`src/rtl/int_alu32.sv`:
```
module int_alu32 #(
  parameter int WIDTH = 32
) (
  input  logic [WIDTH-1:0]         opnd_x,
  input  logic [WIDTH-1:0]         opnd_y,
  input  logic [3:0]               op_sel,
  input  logic [$clog2(WIDTH)-1:0] shift_cnt,
  output logic [WIDTH-1:0]         res,
  output logic                     res_zero,
  output logic                     sgn_ovf
);
  localparam int MSB = WIDTH - 1;

  logic             do_sub;
  logic [WIDTH-1:0] addend;
  logic [WIDTH-1:0] sum;
  logic             carry;
  logic             wrap;
  logic             lt_signed;
  logic             lt_unsigned;

  assign do_sub = op_sel[1] | op_sel[3];
  assign addend = do_sub ? ~opnd_y : opnd_y;
  assign {carry, sum} = {1'b0, opnd_x} + {1'b0, addend} + {{WIDTH{1'b0}}, do_sub};
  assign wrap = (opnd_x[MSB] == addend[MSB]) && (sum[MSB] != opnd_x[MSB]);

  assign lt_signed   = sum[MSB] ^ wrap;
  assign lt_unsigned = ~carry;

  always_comb begin
    case (op_sel)
      4'b0000: res = opnd_x & opnd_y;
      4'b0001: res = opnd_x | opnd_y;
      4'b0010: res = opnd_x ^ opnd_y;
      4'b0011: res = ~(opnd_x | opnd_y);
      4'b0100, 4'b0101, 4'b0110, 4'b0111: res = sum;
      4'b1010: res = {{MSB{1'b0}}, lt_signed};
      4'b1011: res = {{MSB{1'b0}}, lt_unsigned};
      4'b1100: res = opnd_x << shift_cnt;
      4'b1110: res = opnd_x >> shift_cnt;
      4'b1111: res = $unsigned($signed(opnd_x) >>> shift_cnt);
      default: res = '0;
    endcase
  end

  assign res_zero = ~|res;
  assign sgn_ovf  = wrap && (op_sel == 4'b0100 || op_sel == 4'b0110);
endmodule


```
`config.mk`:
```
export PLATFORM = sky130hd
export DESIGN_NAME = int_alu32
export DESIGN_NICKNAME = d
export VERILOG_FILES = /design/src/rtl/int_alu32.sv
export SDC_FILE = /design/constraint.sdc
export NUM_CORES = 1
export LEC_CHECK = 0
export ABC_AREA = 1
export BUFFER_PORTS_ARGS = -buffer_cell sky130_fd_sc_hd__buf_2
export CAP_MARGIN = 20
export CORE_MARGIN = 2
export CORE_UTILIZATION = 61
export DETAILED_ROUTE_END_ITERATION = 10
export PLACE_DENSITY = 0.95
export SLEW_MARGIN = 5
export SYNTH_ARGS = -nofsm -noshare
export SYNTH_HDL_FRONTEND = slang
export SYNTH_SLANG_ARGS = --single-unit
```
`constraint.sdc`:
```
create_clock -name vclk -period 5.2
set_input_delay 0.78 -clock vclk [all_inputs]
set_output_delay 0.78 -clock vclk [all_outputs]
set_load 0.1 [all_outputs]
```
==> flow_metrics.py <==
metrics = {
    "global_routing": {
        "antenna_found_initial": 0,
        "grt_pass1_wl_microns": 53200,
        "grtUsageTotal": 0.451,
        "first_global_vias": 10400,
        "grt-ovfl-total": 0,
        "grt_max_degree": 73,
    },
    "drt": {
        "drt-wirelength-per-cell_microns": 18.1,
        "drc": 0,
        "viasPerCell": 6.18,
        "via_count": 12100,
        "dr.first_iter.drc_count": 1821,
        "detail-route-antenna-nets": 0,
        "drt-pass1-iter-count": 9,
        "drt-total-wl_microns": 35600,
    },
    "logic_synthesis": {
        "yosysUniqueCellTypes": 44,
        "seq_area_frac_synth": 0,
        "syn_avg_cell_area_sq_um": 4.99,
        "synthCells": 1737,
        "synthesis.area_sq_um": 8670,
        "syn-num-nets": 1909,
        "yosysWarnings": 0,
    },
    "timing": {
        "hold_viol": 0,
        "fmax_mhz": 201,
        "relSlewSlack": 0.471,
        "period_minus_slack_ns": 4.98,
        "fin_ws_ns": 0.224,
        "rsz0062_at_grt": "no",
        "maxSlewViolCount": 0,
        "worst_slew_pin_slew_ns": 0.793,
        "holdWs_ns": 2.27,
        "setup_violations": 0,
        "fin_crit_sh": 0.957,
        "fin_setup_tns_ns": 0,
    },
    "final_layout": {
        "syn_to_final_growth_pct": 9.61,
        "fin_area_sq_um": 9500,
        "n_antenna_cell": 0,
        "seq_area_sq_um": 0,
        "drive_gt1_frac": 0.0958,
        "layout.nets": 1959,
        "final_common_cell": "nand2_1",
        "clockBufferCount": 0,
        "most-common-layout-cells": "nand2_1 (602), nand3_1 (362), inv_1 (196)",
        "n_sequential_cell": 0,
    },
    "worst_setup_path": {
        "crit_required_ns": 4.42,
        "cp_max_fo": 34,
        "cp_slowest_cell": "ha_1",
        "critPathLaunch": "op_sel[3]",
        "cpLargestDelayFamily": "simple AND/OR/NAND/NOR gates",
        "worstSetupEndpoint": "res_zero",
        "cp-start-kind": "primary input",
        "crit_type": "in2out",
        "end_kind": "primary output",
        "crit_cells": 22,
        "path_common_cell": "nand2_1",
        "critPathBufInv": 3,
        "cp_cell_sequence": "buf_2 > nor2_4 > buf_12 > xor2_1 > ha_1 > nand2_1 > nor2_1 > nand3_1 > nand3_1 > nand2_1 > nand2_1 > nand2_1 > nand2_1 > nand2_1 > nand3_1 > nand2_1 > nor2_1 > nand2_1 > nor2_1 > nand2_1 > nor2_4 > buf_12",
        "worst_path_largest_cell_delay_ns": 0.38,
        "critPathArrivalTime_ns": 4.20,
    },
    "power": {
        "p_sw_mw": 1.02,
        "power_frac_seq": 0,
        "fin_total_pwr_mw": 1.42,
        "p_per_area_nw_per_um2": 150,
        "ir_drop_mv": 0.155,
        "p_leak_nw": 5.55,
        "switching_share": 0.717,
        "p_int_mw": 0.404,
        "comb_power_share": 1.000,
        "pwr-share-clk": 0,
    },
    "place": {
        "dp_slack_ns": 0.373,
        "port_buffers": 107,
        "gp_congestion": 1.11,
        "post_dp_cell_area_sq_um": 9500,
        "place_hpwl_microns": 29200,
    },
    "floorplanning": {
        "initial_core_util": 0.624,
        "die_area_sq_um": 15200,
        "pin_count": 107,
        "core_area_sq_um": 13900,
        "rows": 43,
        "fp.dieW_microns": 123,
        "dieHeight_microns": 123,
    },
    "cts": {
        "cts_hold_buf": 0,
        "postCtsSetupBuffers": 0,
        "cts_resized": 0,
    },
    "job": {
        "cap_violations": 0,
    },
    "status": {
        "outcome": "completed",
    },
    "worst_hold_path": {
        "min_path_type": "in2out",
    },
}
synth_stat cells (all sizes together):
cell type,count,area [sq um]
a211oi,10,90.1
a21oi,45,233
a221oi,4,35.0
a31oi,4,25.0
and2,11,68.8
and3,1,6.26
buf,51,299
clkbuf,22,82.6
clkinv,4,15.0
fa,1,20.0
ha,98,1230
inv,209,787
nand2,609,2310
nand3,374,1880
nand3b,10,75.1
nand4,14,87.6
nor2,133,527
nor3,12,60.1
nor4,4,25.0
o2111ai,5,43.8
o211a,1,10.0
o211ai,16,120
o21a,2,15.0
o21ai,53,269
o21bai,5,37.5
or2,7,43.8
xnor2,1,8.76
xor2,31,272
stage by stage:
step,util,instances
2_1_floorplan,-,1737
3_3_place_gp,0.684,1965
3_5_place_dp,0.684,1965
4_1_cts,0.684,1965
5_1_grt,0.684,1965
6_report,0.684,1965
cell type report:
class / count / area [sq um]
multi-input combinational: 1451 / 7550
fill: 1416 / 4380
timing repair buffer: 121 / 921
inverter: 213 / 802
tap: 180 / 225
cells by family (layout without fill, tap and decap cells):
logic type / Yosys count / after routing / share of synthesized area
xor+xnor: 32 / 32 / 0.0323
simple gates: 1175 / 1175 / 0.586
fa+ha+maj: 99 / 99 / 0.144
buf+inv: 286 / 334 / 0.137
compound gates: 145 / 145 / 0.101
routing by layer:
layer,part of all wire,global-route usage
met5,0,0
met4,0.066,0.222
met3,0.13,0.0434
met2,0.43,0.723
met1,0.38,0.601
how the worst min path moves through the flow:
stage / from / cells after the start / to
after floorplan: op_sel[2] / 3 / sgn_ovf
after global placement: opnd_x[31] / 3 / sgn_ovf
after detailed placement: opnd_x[31] / 3 / sgn_ovf
after CTS: opnd_x[31] / 3 / sgn_ovf
after global routing: opnd_x[31] / 3 / sgn_ovf
final: opnd_x[31] / 3 / sgn_ovf
worst min-delay path, delay by kind of cell:
family          cells  cell delay, ns
compound gates      1            0.22
buf+inv             2            0.49
power groups by stage:
stage                     Combinational, mW  Sequential [mW]  Clock [mW]
final                                  1.42                0           0
after global placement                 1.36                0           0
after detailed placement               1.38                0           0
after CTS                              1.38                0           0
after floorplan                        1.00                0           0
after global routing                   1.53                0           0
(Power assumes the default switching activity.)
